--- src/rtl/pm_pkg.sv ---
package pm_pkg;
    localparam int SLICES        = 8;
    localparam int SRC_W         = 3;
    localparam int COND_W        = 3;
    localparam int PINS          = 1 << SRC_W;
    localparam int DATA_W        = 32;
    localparam int ADDR_W        = 2;
    localparam int CFG_COND_BASE = 8;
    localparam int STAT_BASE     = 8;

    typedef enum logic [COND_W-1:0] {
        C_ALWAYS      = 3'd0,
        C_RISE_STICKY = 3'd1,
        C_FALL_STICKY = 3'd2,
        C_EDGE_STICKY = 3'd3,
        C_HIGH        = 3'd4,
        C_LOW         = 3'd5,
        C_NEVER       = 3'd6,
        C_EVENT       = 3'd7
    } cond_e;

    localparam logic [ADDR_W-1:0] A_SRC  = 2'd0;
    localparam logic [ADDR_W-1:0] A_CFG  = 2'd1;
    localparam logic [ADDR_W-1:0] A_STAT = 2'd2;
endpackage

--- src/rtl/pm_sync.sv ---
module pm_sync #(
    parameter int W      = 8,
    parameter int STAGES = 2
) (
    input  logic         clk,
    input  logic         rst_n,
    input  logic [W-1:0] d_i,
    output logic [W-1:0] q_o
);
    logic [STAGES-1:0][W-1:0] chain_d, chain_q;

    always_comb begin
        chain_d[0] = d_i;
        for (int s = 1; s < STAGES; s++) chain_d[s] = chain_q[s-1];
    end

    always_ff @(posedge clk or negedge rst_n) begin
        if (!rst_n) chain_q <= '0;
        else        chain_q <= chain_d;
    end

    assign q_o = chain_q[STAGES-1];
endmodule

--- src/rtl/pm_slice.sv ---
module pm_slice
    import pm_pkg::*;
(
    input  logic  clk,
    input  logic  rst_n,
    input  cond_e cond_i,
    input  logic  lvl_i,
    input  logic  rise_i,
    input  logic  fall_i,
    input  logic  clr_i,
    output logic  hit_o
);
    logic sticky_d, sticky_q;
    logic set_w;

    always_comb begin
        set_w = 1'b0;
        hit_o = 1'b0;
        unique case (cond_i)
            C_ALWAYS:      hit_o = 1'b1;
            C_RISE_STICKY: begin set_w = rise_i;          hit_o = sticky_q | set_w; end
            C_FALL_STICKY: begin set_w = fall_i;          hit_o = sticky_q | set_w; end
            C_EDGE_STICKY: begin set_w = rise_i | fall_i; hit_o = sticky_q | set_w; end
            C_HIGH:        hit_o = lvl_i;
            C_LOW:         hit_o = ~lvl_i;
            C_NEVER:       hit_o = 1'b0;
            C_EVENT:       hit_o = rise_i | fall_i;
            default:       hit_o = 1'b0;
        endcase
        sticky_d = clr_i ? 1'b0 : (sticky_q | set_w);
    end

    always_ff @(posedge clk or negedge rst_n) begin
        if (!rst_n) sticky_q <= 1'b0;
        else        sticky_q <= sticky_d;
    end

    // a held detection survives every cycle without a clear
    assert_hold_R6: assert property (@(posedge clk) disable iff (!rst_n)
        ($past(sticky_q) && !$past(clr_i)) |-> sticky_q);

    // a clear always empties the held detection
    assert_clear_R7: assert property (@(posedge clk) disable iff (!rst_n)
        $past(clr_i) |-> !sticky_q);
endmodule

--- src/rtl/pm_engine.sv ---
module pm_engine
    import pm_pkg::*;
#(
    parameter int SYNC_STAGES = 2
) (
    input  logic              clk,
    input  logic              rst_n,
    input  logic [PINS-1:0]   pin_i,
    input  logic              reg_we,
    input  logic [ADDR_W-1:0] reg_addr,
    input  logic [DATA_W-1:0] reg_wdata,
    output logic [DATA_W-1:0] reg_rdata,
    output logic [SLICES-1:0] match_o
);
    localparam int SRC_BITS  = SLICES * SRC_W;
    localparam int COND_BITS = SLICES * COND_W;
    localparam logic [COND_BITS-1:0] COND_RST = {SLICES{C_NEVER}};

    typedef struct packed {
        logic [SRC_BITS-1:0]  src;
        logic [SLICES-2:0]    ep;
        logic [COND_BITS-1:0] cond;
        logic [PINS-1:0]      prev;
        logic [SLICES-1:0]    match;
    } state_t;

    state_t st_d, st_q;

    logic [PINS-1:0]   pin_s, rise_all, fall_all;
    logic [SLICES-1:0] hit, ends;
    logic              src_clr;

    pm_sync #(.W(PINS), .STAGES(SYNC_STAGES)) u_sync (
        .clk   (clk),
        .rst_n (rst_n),
        .d_i   (pin_i),
        .q_o   (pin_s)
    );

    assign rise_all = pin_s & ~st_q.prev;
    assign fall_all = ~pin_s & st_q.prev;
    assign src_clr  = reg_we && (reg_addr == A_SRC);
    assign ends     = {1'b1, st_q.ep};

    for (genvar g = 0; g < SLICES; g++) begin : g_slice
        logic [SRC_W-1:0] sel;
        assign sel = st_q.src[g*SRC_W +: SRC_W];
        pm_slice u_slice (
            .clk    (clk),
            .rst_n  (rst_n),
            .cond_i (cond_e'(st_q.cond[g*COND_W +: COND_W])),
            .lvl_i  (pin_s[sel]),
            .rise_i (rise_all[sel]),
            .fall_i (fall_all[sel]),
            .clr_i  (src_clr),
            .hit_o  (hit[g])
        );
    end

    always_comb begin
        logic acc;
        st_d      = st_q;
        st_d.prev = pin_s;
        if (reg_we) begin
            case (reg_addr)
                A_SRC: st_d.src = reg_wdata[SRC_BITS-1:0];
                A_CFG: begin
                    st_d.ep   = reg_wdata[SLICES-2:0];
                    st_d.cond = reg_wdata[CFG_COND_BASE +: COND_BITS];
                end
                default: ;
            endcase
        end
        acc = 1'b1;
        for (int i = 0; i < SLICES; i++) begin
            acc           = acc & hit[i];
            st_d.match[i] = ends[i] & acc;
            if (ends[i]) acc = 1'b1;
        end
    end

    always_ff @(posedge clk or negedge rst_n) begin
        if (!rst_n) begin
            st_q      <= '0;
            st_q.cond <= COND_RST;
        end else begin
            st_q      <= st_d;
        end
    end

    always_comb begin
        reg_rdata = '0;
        case (reg_addr)
            A_SRC:  reg_rdata[SRC_BITS-1:0] = st_q.src;
            A_CFG: begin
                reg_rdata[SLICES-2:0]                = st_q.ep;
                reg_rdata[CFG_COND_BASE +: COND_BITS] = st_q.cond;
            end
            A_STAT: reg_rdata[STAT_BASE +: SLICES] = st_q.match;
            default: ;
        endcase
    end

    assign match_o = st_q.match;

    // only slices that were endpoints can report a match
    assert_term_ep_R4: assert property (@(posedge clk) disable iff (!rst_n)
        (match_o[SLICES-2:0] & ~$past(st_q.ep)) == '0);

    // the last slice closes a term of all-true slices without an endpoint bit
    assert_last_end_R5: assert property (@(posedge clk) disable iff (!rst_n)
        ($past(st_q.cond) == {SLICES{C_ALWAYS}}) |-> match_o[SLICES-1]);

    // an all-never configuration cannot match
    assert_never_R3: assert property (@(posedge clk) disable iff (!rst_n)
        ($past(st_q.cond) == COND_RST) |-> (match_o == '0));
endmodule

--- config.mk ---
export PLATFORM = sky130hd
export DESIGN_NAME = pm_engine
export DESIGN_NICKNAME = d
export VERILOG_FILES = /design/src/rtl/pm_pkg.sv /design/src/rtl/pm_sync.sv /design/src/rtl/pm_slice.sv /design/src/rtl/pm_engine.sv
export SDC_FILE = /design/constraint.sdc
export NUM_CORES = 1
export LEC_CHECK = 0
export BUFFER_PORTS_ARGS = -buffer_cell sky130_fd_sc_hd__buf_2
export CORE_MARGIN = 2
export CORE_UTILIZATION = 40
export CTS_BUF_LIST = sky130_fd_sc_hd__clkbuf_2 sky130_fd_sc_hd__clkbuf_4 sky130_fd_sc_hd__clkbuf_8
export DETAILED_ROUTE_END_ITERATION = 8
export PLACE_DENSITY = 0.7
export SYNTH_ARGS = -nofsm -noshare
export SYNTH_HDL_FRONTEND = slang
export SYNTH_SLANG_ARGS = --single-unit
--- constraint.sdc ---
create_clock -name clk -period 3.9 [get_ports clk]
set_clock_uncertainty 0.2 [all_clocks]
set_input_delay 1.17 -clock clk [delete_from_list [all_inputs] [get_ports clk]]
set_output_delay 1.17 -clock clk [all_outputs]
set_load 0.02 [all_outputs]
==> flow_summary_export.csv, run 1 <==
group,metric,value,unit
setup_path,cp_slowest_stage_delay,0.34,ns
timing,fin_crit,3.60,ns
clock_network,cts_hold_buf,0,
synthesis,async_reset_ff_share,100,%
setup_path,cp-end-kind,"primary output",
synthesis,syn-num-nets,543,
die,dieArea,16000,sq um
timing,tightest_slew,0.619,ns
power_and_ir_drop,vdd_drop_max,0.000225,V
run_status,outcome,"complete, no violations",
die,die_w,127,um
timing,grt_setup_unrepaired,"no",
die,num_rows,44,
finish,syn_to_final_growth,13.0,%
drt,ant_nets,0,
synthesis,syn-cell-area,6000,sq um
synthesis,netlist.area_leader.share,32.9,%
worst_hold_path,hold_class,"register to register",
synthesis,synthCells,498,
drt,dr.pass1.iters,5,
synthesis,yosys_warnings,0,
clock_network,clk_pin_slew,0.08,ns
setup_path,crit_buf_inv,3,
timing,min_period_over_period,92.2,%
finish,layout-drive-gt1-share,40.4,%
clock_network,clockRootBuffer,"clkbuf_8",
die,die_h,127,um
global_routing,gr-total-overflow,0,
drt,route.detailed.drc,0,
synthesis,synthFlopType,"dfrtp_1",
clock_network,cts_setup_buffers,0,
global_routing,gr-usage-all-layers,19.5,%
setup_path,crit_fanout,15,
finish,n_antenna_cell,0,
timing,drv_slew,0,
clock_network,cts_tree,"built",
timing,max_freq,278,MHz
drt,wl_per_cell,20.5,um
synthesis,synth_edf_count,0,
global_routing,grt_max_degree,50,
synthesis,yosysSeqAreaShare,39.9,%
power_and_ir_drop,p_leak,0.00292,uW
place,place_hpwl,11.2,mm
die,start_util,41.2,%
synthesis,synth_area_leaders,"dfrtp_1 (33%), mux4_2 (15%), mux2_2 (9.8%), dfstp_2 (7.0%), mux2i_1 (6.3%)",
die,core,14600,sq um
place,place_worst_setup_slack,0.331,ns
setup_path,cpMostUsedCell,"buf_2",
timing,setup_ws,0.304,ns
setup_path,startpoint_type,"input pin",
die,io_pins,85,
setup_path,path_class,"input pin to primary output",
finish,final_nets,599,
timing,hold_slack,0.154,ns
setup_path,cp.arrival,2.23,ns
finish,fin_cells,743,
setup_path,critPathSlowestCell,"nor2b_1",
synthesis,ys_ff_latch,95,
place,placedCellCount,727,
synthesis,synth_cell_types,54,
clock_network,cts_resized,0,
drt,finalWirelength,15.2,mm
synthesis,syn_avg_cell_area,12.1,sq um
setup_path,cp_top_family,"buffers and inverters",
drt,dr_total_vias,4421,
clock_network,cts_max_level,3,
setup_path,required,2.53,ns
timing,hold_viol_final,0,
drt,detail_route.vias_per_cell,5.95,
finish,multi_input_comb_area,3350,sq um
clock_network,cts_buffer_depth,2,
timing,slew_headroom,58.8,%
finish,nFillCells,1274,
global_routing,antenna_found_initial,0,
clock_network,clk-insertion-delay-late,0.39,ns
timing,setup_viol,0,
run,cap_violations,0,
place,portBuffers,84,
power_and_ir_drop,powerDensity,501,nW/um^2
synthesis,yosysTopAreaCell,"dfrtp_1",
clock_network,cts_sinks,95,
clock_network,cts_made_buffers,9,
finish,register_area,2400,sq um
timing,tns,0,ns
setup_path,crit_chain,"buf_2 -> nor2b_1 -> buf_12 -> nand2_1 -> o21ai_0 -> buf_2",
global_routing,grt_pass1_wl,24.3,mm
drt,drt-initial-drc-count,339,
place,gp_congestion,0.901,
global_routing,grt_pass1_vias,4555,
-- worst reg2reg max path, delay by kind of cell, from the launching register on --
family / cells / cell delay (ns)
DFF: 1 / 0.57
AOI/OAI and AO/OA: 5 / 1.08
and+or+nand+nor: 3 / 1.00
muxes: 1 / 0.51
-- power by group --
part	leakage [uW]	switching, uW	total [uW]	internal (uW)
logic	0.00168	507	1090	580
registers	0.00111	309	1510	1200
clock network	0.000128	336	801	465
-- worst paths after layout --
check                             startpoint  depth (start not counted)             to  slack, ns
setup / recovery                 reg_addr[0]                          6  reg_rdata[12]       0.30
hold / removal             u_sync.chain_d[9]                          0  u_sync.q_o[1]       0.15
setup reg to reg               u_sync.q_o[1]                          9     match_o[7]       0.48
hold reg to reg            u_sync.chain_d[9]                          0  u_sync.q_o[1]       0.15
max in group asynchronous              rst_n                          2       st_q[29]       2.19
min in group asynchronous              rst_n                          1       st_q[34]       0.59
-- routing by layer --
layer | part of all wire (%) | track usage, %
met5 | 0 | 0
met4 | 2.6 | 8.21
met2 | 49 | 32.1
met3 | 7.1 | 3.54
met1 | 42 | 25.3
-- layout by cell type (no fill, tap or decap), drive strengths merged, types with 2 or more instances in the layout --
cell type / n
or2: 3
xnor2: 7
nor3b: 9
o311ai: 3
bufinv: 3
or3b: 2
a32oi: 2
mux2: 52
o21ai: 21
xor2: 8
nor2: 44
o21bai: 2
dfrtp: 79
dfstp: 16
mux2i: 38
nor3: 3
o211a: 2
o31a: 2
mux4: 50
nand3: 2
o21ba: 2
buf: 92
nand2: 25
a21oi: 11
and2: 11
inv: 8
nand2b: 21
clkbuf: 13
nor2b: 9
a211o: 2
a22oi: 4
-- sequential cells by signal, indices dropped and copies added, names as in the netlist --
name,cells
ends,7
match_o,8
u_sync.chain_d,8
g_slice.sel,24
u_sync.q_o,8
g_slice.u_slice.sticky_q,8
st_q,32
-- cell type report --
cell class	count	area share, %
sequential	95	35.3
tap	184	3.39
inverter	8	0.443
multi-input combinational	348	49.5
clock inverter	3	1.33
timing repair buffer	92	7.67
clock buffer	13	2.36
-- cells in the mapped netlist, drive strengths merged (2+ instances only) --
cell	n
a211o	2
a21oi	11
a22oi	4
a32oi	2
and2	11
buf	18
clkbuf	29
dfrtp	79
dfstp	16
inv	8
mux2	52
mux2i	38
mux4	50
nand2	25
nand2b	21
nand3	2
nor2	44
nor2b	9
nor3	3
nor3b	9
o211a	2
o21ai	21
o21ba	2
o21bai	2
o311ai	3
o31a	2
or2	3
or3b	2
xnor2	7
xor2	8
-- kinds of logic (layout without fill, tap and decap cells) --
family | count (synthesis) | count (layout) | synth area share (%)
muxes | 140 | 140 | 35.4
DFF | 95 | 95 | 39.9
AOI/OAI and AO/OA | 59 | 59 | 6.88
xor gates and xnor gates | 15 | 15 | 2.19
buffers and inverters | 55 | 116 | 4.29
and+or+nand+nor | 134 | 134 | 11.3
-- metrics by stage --
step | cell area, sq um | util [%] | total power, uW
after floorplan | 6000 | - | 2310
after global placement | 6530 | 44.8 | 2550
after detailed placement | 6530 | 44.8 | 2610
after CTS | 6780 | 46.5 | 3410
after global routing | 6780 | 46.5 | 3580
final | 6780 | 46.5 | 3400
Note: power is estimated with default switching activity, not from simulation.
==> run 2, diff against run 1 <==
--- a/config.mk
+++ b/config.mk
@@ -10,6 +10,7 @@
 export CORE_UTILIZATION = 40
 export CTS_BUF_LIST = sky130_fd_sc_hd__clkbuf_2 sky130_fd_sc_hd__clkbuf_4 sky130_fd_sc_hd__clkbuf_8
 export DETAILED_ROUTE_END_ITERATION = 8
+export GPL_TIMING_DRIVEN = 0
 export PLACE_DENSITY = 0.7
 export SYNTH_ARGS = -nofsm -noshare
 export SYNTH_HDL_FRONTEND = slang
==> run 2 against run 1 <==
Net effect: wire length is 4.0% higher; critical path depth stayed put; sequential power is 9% lower; largest cell class unchanged.
==> flow_summary_export.csv, run 2 (synthesized netlist as in run 1, its figures left out) <==
group,metric,value,unit
global_routing,gr-usage-all-layers,20.5,%
global_routing,grt_max_degree,50,
timing,max_freq,262,MHz
setup_path,crit_fanout,10,
drt,drt-initial-drc-count,337,
worst_hold_path,hold_class,"register to register",
timing,hold_viol_final,0,
drt,ant_nets,0,
finish,fin_cells,781,
place,place_hpwl,12.0,mm
die,io_pins,85,
power_and_ir_drop,powerDensity,475,nW/um^2
place,gp_congestion,0.912,
power_and_ir_drop,p_leak,0.00298,uW
finish,syn_to_final_growth,14.4,%
timing,slew_headroom,16.0,%
die,num_rows,44,
clock_network,cts_hold_buf,0,
finish,final_nets,637,
setup_path,path_class,"input pin to primary output",
finish,multi_input_comb_area,3350,sq um
setup_path,cp_slowest_stage_delay,0.34,ns
setup_path,cp-end-kind,"primary output",
power_and_ir_drop,vdd_drop_max,0.000204,V
finish,final_cell_mix,"buf_2 (85), dfrtp_1 (79), mux2_2 (52)",
clock_network,cts_resized,8,
clock_network,cts_sinks,95,
drt,detail_route.vias_per_cell,5.72,
run_status,outcome,"complete, no violations",
global_routing,gr-total-overflow,0,
die,die_w,127,um
timing,setup_viol,0,
setup_path,crit_buf_inv,3,
place,placedCellCount,765,
worst_hold_path,hold_path_depth,0,
timing,hold_slack,0.151,ns
die,start_util,41.2,%
setup_path,rr_startpoint,"u_sync.q_o[7]",
drt,finalWirelength,15.8,mm
setup_path,crit_chain,"clkbuf_2 -> nor2b_2 -> clkbuf_4 -> nand2_1 -> o21ai_0 -> buf_2",
finish,layout_commonest_cell,"buf_2",
setup_path,cp_top_family,"buffers and inverters",
clock_network,clk_pin_slew,0.08,ns
run,cap_violations,0,
timing,fin_crit,3.82,ns
drt,wl_per_cell,20.2,um
die,core,14600,sq um
die,dieArea,16000,sq um
worst_hold_path,hold_start,"u_sync.chain_d[11]",
finish,largest_register_ffs,32,
setup_path,required,2.53,ns
global_routing,grt_pass1_wl,25.1,mm
timing,drv_slew,0,
worst_hold_path,hold_path_end,"u_sync.q_o[3]",
timing,tightest_slew,1.26,ns
drt,dr_total_vias,4470,
setup_path,r2r_end,"match_o[7]",
drt,route.detailed.drc,0,
finish,layout-drive-gt1-share,40.4,%
timing,setup_ws,0.0777,ns
global_routing,grt_pass1_vias,4475,
die,die_h,127,um
clock_network,cts_tree,"built",
timing,min_period_over_period,98.0,%
clock_network,clk-insertion-delay-late,0.40,ns
clock_network,cts_made_buffers,9,
finish,top_register,"st_q",
drt,dr.pass1.iters,4,
setup_path,cp.arrival,2.45,ns
global_routing,antenna_found_initial,0,
setup_path,r2r_cells,10,
setup_path,critPathSlowestCell,"nor2b_2",
setup_path,r2r_setup_slack,0.71,ns
clock_network,cts_buffer_depth,2,
finish,register_area,2400,sq um
place,portBuffers,82,
timing,grt_setup_unrepaired,"yes",
finish,n_antenna_cell,0,
clock_network,cts_setup_buffers,0,
place,place_worst_setup_slack,-0.748,ns
setup_path,startpoint_type,"input pin",
clock_network,clockRootBuffer,"clkbuf_8",
clock_network,cts_max_level,3,
finish,nFillCells,1330,
finish,finalCoreUtilization,47.1,%
run 2: cell count changes in the layout (fill, tap and decap cells not counted), sizes merged:
cell    before  now
clkinv       0    2
clkbuf      13   43
bufinv       3    0
buf         92  101
run 2: final cells by class:
cell class                      count  share of cell area, %
Timing Repair Buffer               83                   6.41
Buffer                             47                   3.52
Sequential cell                    95                   34.9
Clock buffer                       14                   2.44
Inverter                            8                  0.437
Multi-Input combinational cell    348                   48.8
Tap cell                          184                   3.35
Clock inverter                      2                  0.146
run 2: through the flow:
step	TNS [ns]	power, uW	area (sq um)
after floorplan	0	2310	6000
after CTS	0	3280	6870
final	0	3260	6870
after global routing	-0.00647	3470	6870
after global placement	-14.57	2620	6650
after detailed placement	-14.39	2670	6680
run 2: worst max path at each step:
stage | from | to | slack [ns] | cells after the start
after floorplan | reg_addr[1] | reg_rdata[13] | 0.09 | 4
after global placement | reg_addr[1] | reg_rdata[22] | -0.77 | 5
after detailed placement | reg_addr[1] | reg_rdata[21] | -0.75 | 5
after CTS | reg_addr[0] | reg_rdata[14] | 0.01 | 6
after global routing | reg_addr[0] | reg_rdata[14] | -0.006 | 6
final | reg_addr[0] | reg_rdata[14] | 0.08 | 6
run 2: power by group:
| part | internal, uW | leakage [uW] | switching [uW] |
|---|---|---|---|
| clock | 276 | 0.0000981 | 334 |
| sequential | 1200 | 0.00111 | 183 |
| combinational | 631 | 0.00177 | 640 |
| total | 2110 | 0.00298 | 1160 |
run 2: routing by layer:
layer  GRT usage (%)  wire length [um]
met1            27.7              6720
met2            32.8              7830
met3            4.56               966
met4            7.50               292
met5               0                 0
==> run 3, diff against run 2 <==
==> constraint.sdc (replaced) <==
create_clock -name clk -period 4.56 [get_ports clk]
set_clock_uncertainty 0.2 [all_clocks]
set_input_delay 0.456 -clock clk [delete_from_list [all_inputs] [get_ports clk]]
set_output_delay 0.456 -clock clk [all_outputs]
set_load 0.02 [all_outputs]
==> run 3 against run 2 <==
Net effect: hold slack worse by 0.064 ns; wire length is 0.44% higher; setup slack better by 1.3 ns; sequential cell count unchanged; critical endpoint is now reg_rdata[3]; combinational power shrank 14%; design area up 1.1%; first-iteration DRC count increased by 20%.
==> flow_summary_export.csv, run 3 (synthesized netlist as in run 1, its figures left out) <==
group,metric,value,unit
run_status,outcome,"complete, no violations",
timing,drv_slew,0,
setup_path,cp_slowest_stage_delay,0.64,ns
global_routing,grt_max_degree,50,
setup_path,critPathSlowestCell,"clkbuf_1",
setup_path,r2r_end,"match_o[7]",
clock_network,clk_pin_slew,0.09,ns
clock_network,cts_max_level,3,
power_and_ir_drop,total_power,2800,uW
clock_network,cts_buffer_depth,2,
finish,layout_commonest_cell,"buf_2",
setup_path,crit_fanout,10,
timing,setup_viol,0,
setup_path,cp.arrival,2.54,ns
setup_path,crit_buf_inv,4,
power_and_ir_drop,p_leak,0.00300,uW
die,dieArea,16000,sq um
finish,layout-drive-gt1-share,38.4,%
global_routing,grt_pass1_vias,4536,
drt,route.detailed.drc,0,
timing,slew_headroom,16.1,%
die,num_rows,44,
clock_network,cts_hold_buf,9,
finish,final_nets,646,
global_routing,grt_pass1_wl,25.2,mm
global_routing,antenna_found_initial,0,
power_and_ir_drop,vdd_drop_max,0.000178,V
drt,wl_per_cell,20.1,um
setup_path,cp-end-kind,"primary output",
setup_path,r2r_setup_slack,1.37,ns
timing,tns,0,ns
clock_network,cts_resized,0,
global_routing,gr-total-overflow,0,
drt,ant_nets,0,
drt,drt-initial-drc-count,404,
place,place_hpwl,12.0,mm
timing,hold_viol_final,0,
drt,dr_total_vias,4542,
setup_path,path_class,"input pin to primary output",
setup_path,cp_top_family,"buffers and inverters",
drt,dr.pass1.iters,5,
run,cap_violations,0,
timing,grt_setup_unrepaired,"no",
clock_network,clk-insertion-delay-late,0.39,ns
die,start_util,41.2,%
clock_network,clockRootBuffer,"clkbuf_8",
finish,n_antenna_cell,0,
finish,largest_register_ffs,32,
setup_path,startpoint_type,"input pin",
place,gp_congestion,0.912,
die,die_h,127,um
timing,setup_ws,1.36,ns
finish,final_cell_mix,"buf_2 (85), dfrtp_1 (79), mux2_2 (52)",
drt,detail_route.vias_per_cell,5.75,
setup_path,r2r_cells,10,
timing,fin_crit,3.20,ns
clock_network,cts_made_buffers,9,
die,die_w,127,um
drt,finalWirelength,15.9,mm
worst_hold_path,hold_path_depth,3,
worst_hold_path,hold_start,"reg_wdata[1]",
finish,top_register,"st_q",
setup_path,rr_startpoint,"u_sync.q_o[7]",
setup_path,crit_chain,"clkbuf_1 -> clkbuf_1 -> clkbuf_1 -> nor2_1 -> buf_2",
place,place_worst_setup_slack,1.31,ns
worst_hold_path,hold_path_end,"g_slice[0].sel[1]",
clock_network,cts_sinks,95,
clock_network,cts_tree,"built",
place,portBuffers,82,
power_and_ir_drop,powerDensity,403,nW/um^2
setup_path,cpMostUsedCell,"clkbuf_1",
worst_hold_path,hold_class,"input pin to register",
setup_path,required,3.90,ns
finish,syn_to_final_growth,15.6,%
die,core,14600,sq um
clock_network,cts_setup_buffers,0,
timing,min_period_over_period,70.1,%
timing,max_freq,313,MHz
die,io_pins,85,
timing,tightest_slew,1.26,ns
global_routing,gr-usage-all-layers,20.6,%
run 3: cell types whose count changed in the layout (fill, tap and decap cells not counted):
| cell | before | now |
|---|---|---|
| dlygate4sd3_1 | 0 | 9 |
| clkbuf_1 | 21 | 28 |
| clkbuf_2 | 6 | 1 |
| clkbuf_4 | 6 | 4 |
| nor2b_1 | 8 | 9 |
| nor2b_2 | 1 | 0 |
run 3: how the worst max path moves through the flow:
stage / slack, ns / cells after the start / to / start
after floorplan: 1.82 / 9 / match_o[7] / u_sync.q_o[0]
after global placement: 1.30 / 4 / g_slice[6].sel[1] / reg_addr[1]
after detailed placement: 1.31 / 4 / g_slice[2].sel[2] / reg_addr[1]
after CTS: 1.33 / 5 / reg_rdata[21] / reg_addr[1]
after global routing: 1.16 / 10 / match_o[7] / u_sync.q_o[7]
final: 1.36 / 5 / reg_rdata[3] / reg_addr[1]
run 3: routing by layer:
metal	vias to the layer above	track usage, %	part of all wire (%)
met3	22	4.60	7.4
met2	176	33.1	49
li1	2038	-	-
met4	0	7.76	1.9
met1	2306	27.6	41
met5	-	0	0
run 3: area by class of cell:
class / instances / area, sq um
fill: 1343 / 7650
multi-input combinational: 348 / 3350
sequential: 95 / 2400
timing repair buffer: 92 / 531
tap: 184 / 230
buffer: 47 / 228
clock buffer: 14 / 168
inverter: 8 / 30.0
clock inverter: 2 / 10.0
run 3: power by group:
group          switching (uW)  internal, uW  leakage (uW)
Sequential                159          1030       0.00111
Combinational             549           544       0.00179
Clock                     285           236     0.0000981
Total                     993          1800       0.00300
run 3: worst reg2reg max path: cells and delay by family, from the launching register on:
family,cells,cell delay [ns]
AOI/OAI and AO/OA,5,0.96
muxes,2,0.73
buffers and inverters,1,0.44
DFF,1,0.43
and+or+nand+nor,2,0.37
run 3: metrics by stage:
step	util, %	std cells	instance area [sq um]	hold WS, ns
final	47.6	790	6940	0.0874
after global routing	47.6	790	6940	0.0884
after CTS	47.6	790	6940	0.0765
after detailed placement	45.8	765	6680	0.135
after global placement	45.5	764	6650	0.133
after floorplan	-	498	6000	-0.0396
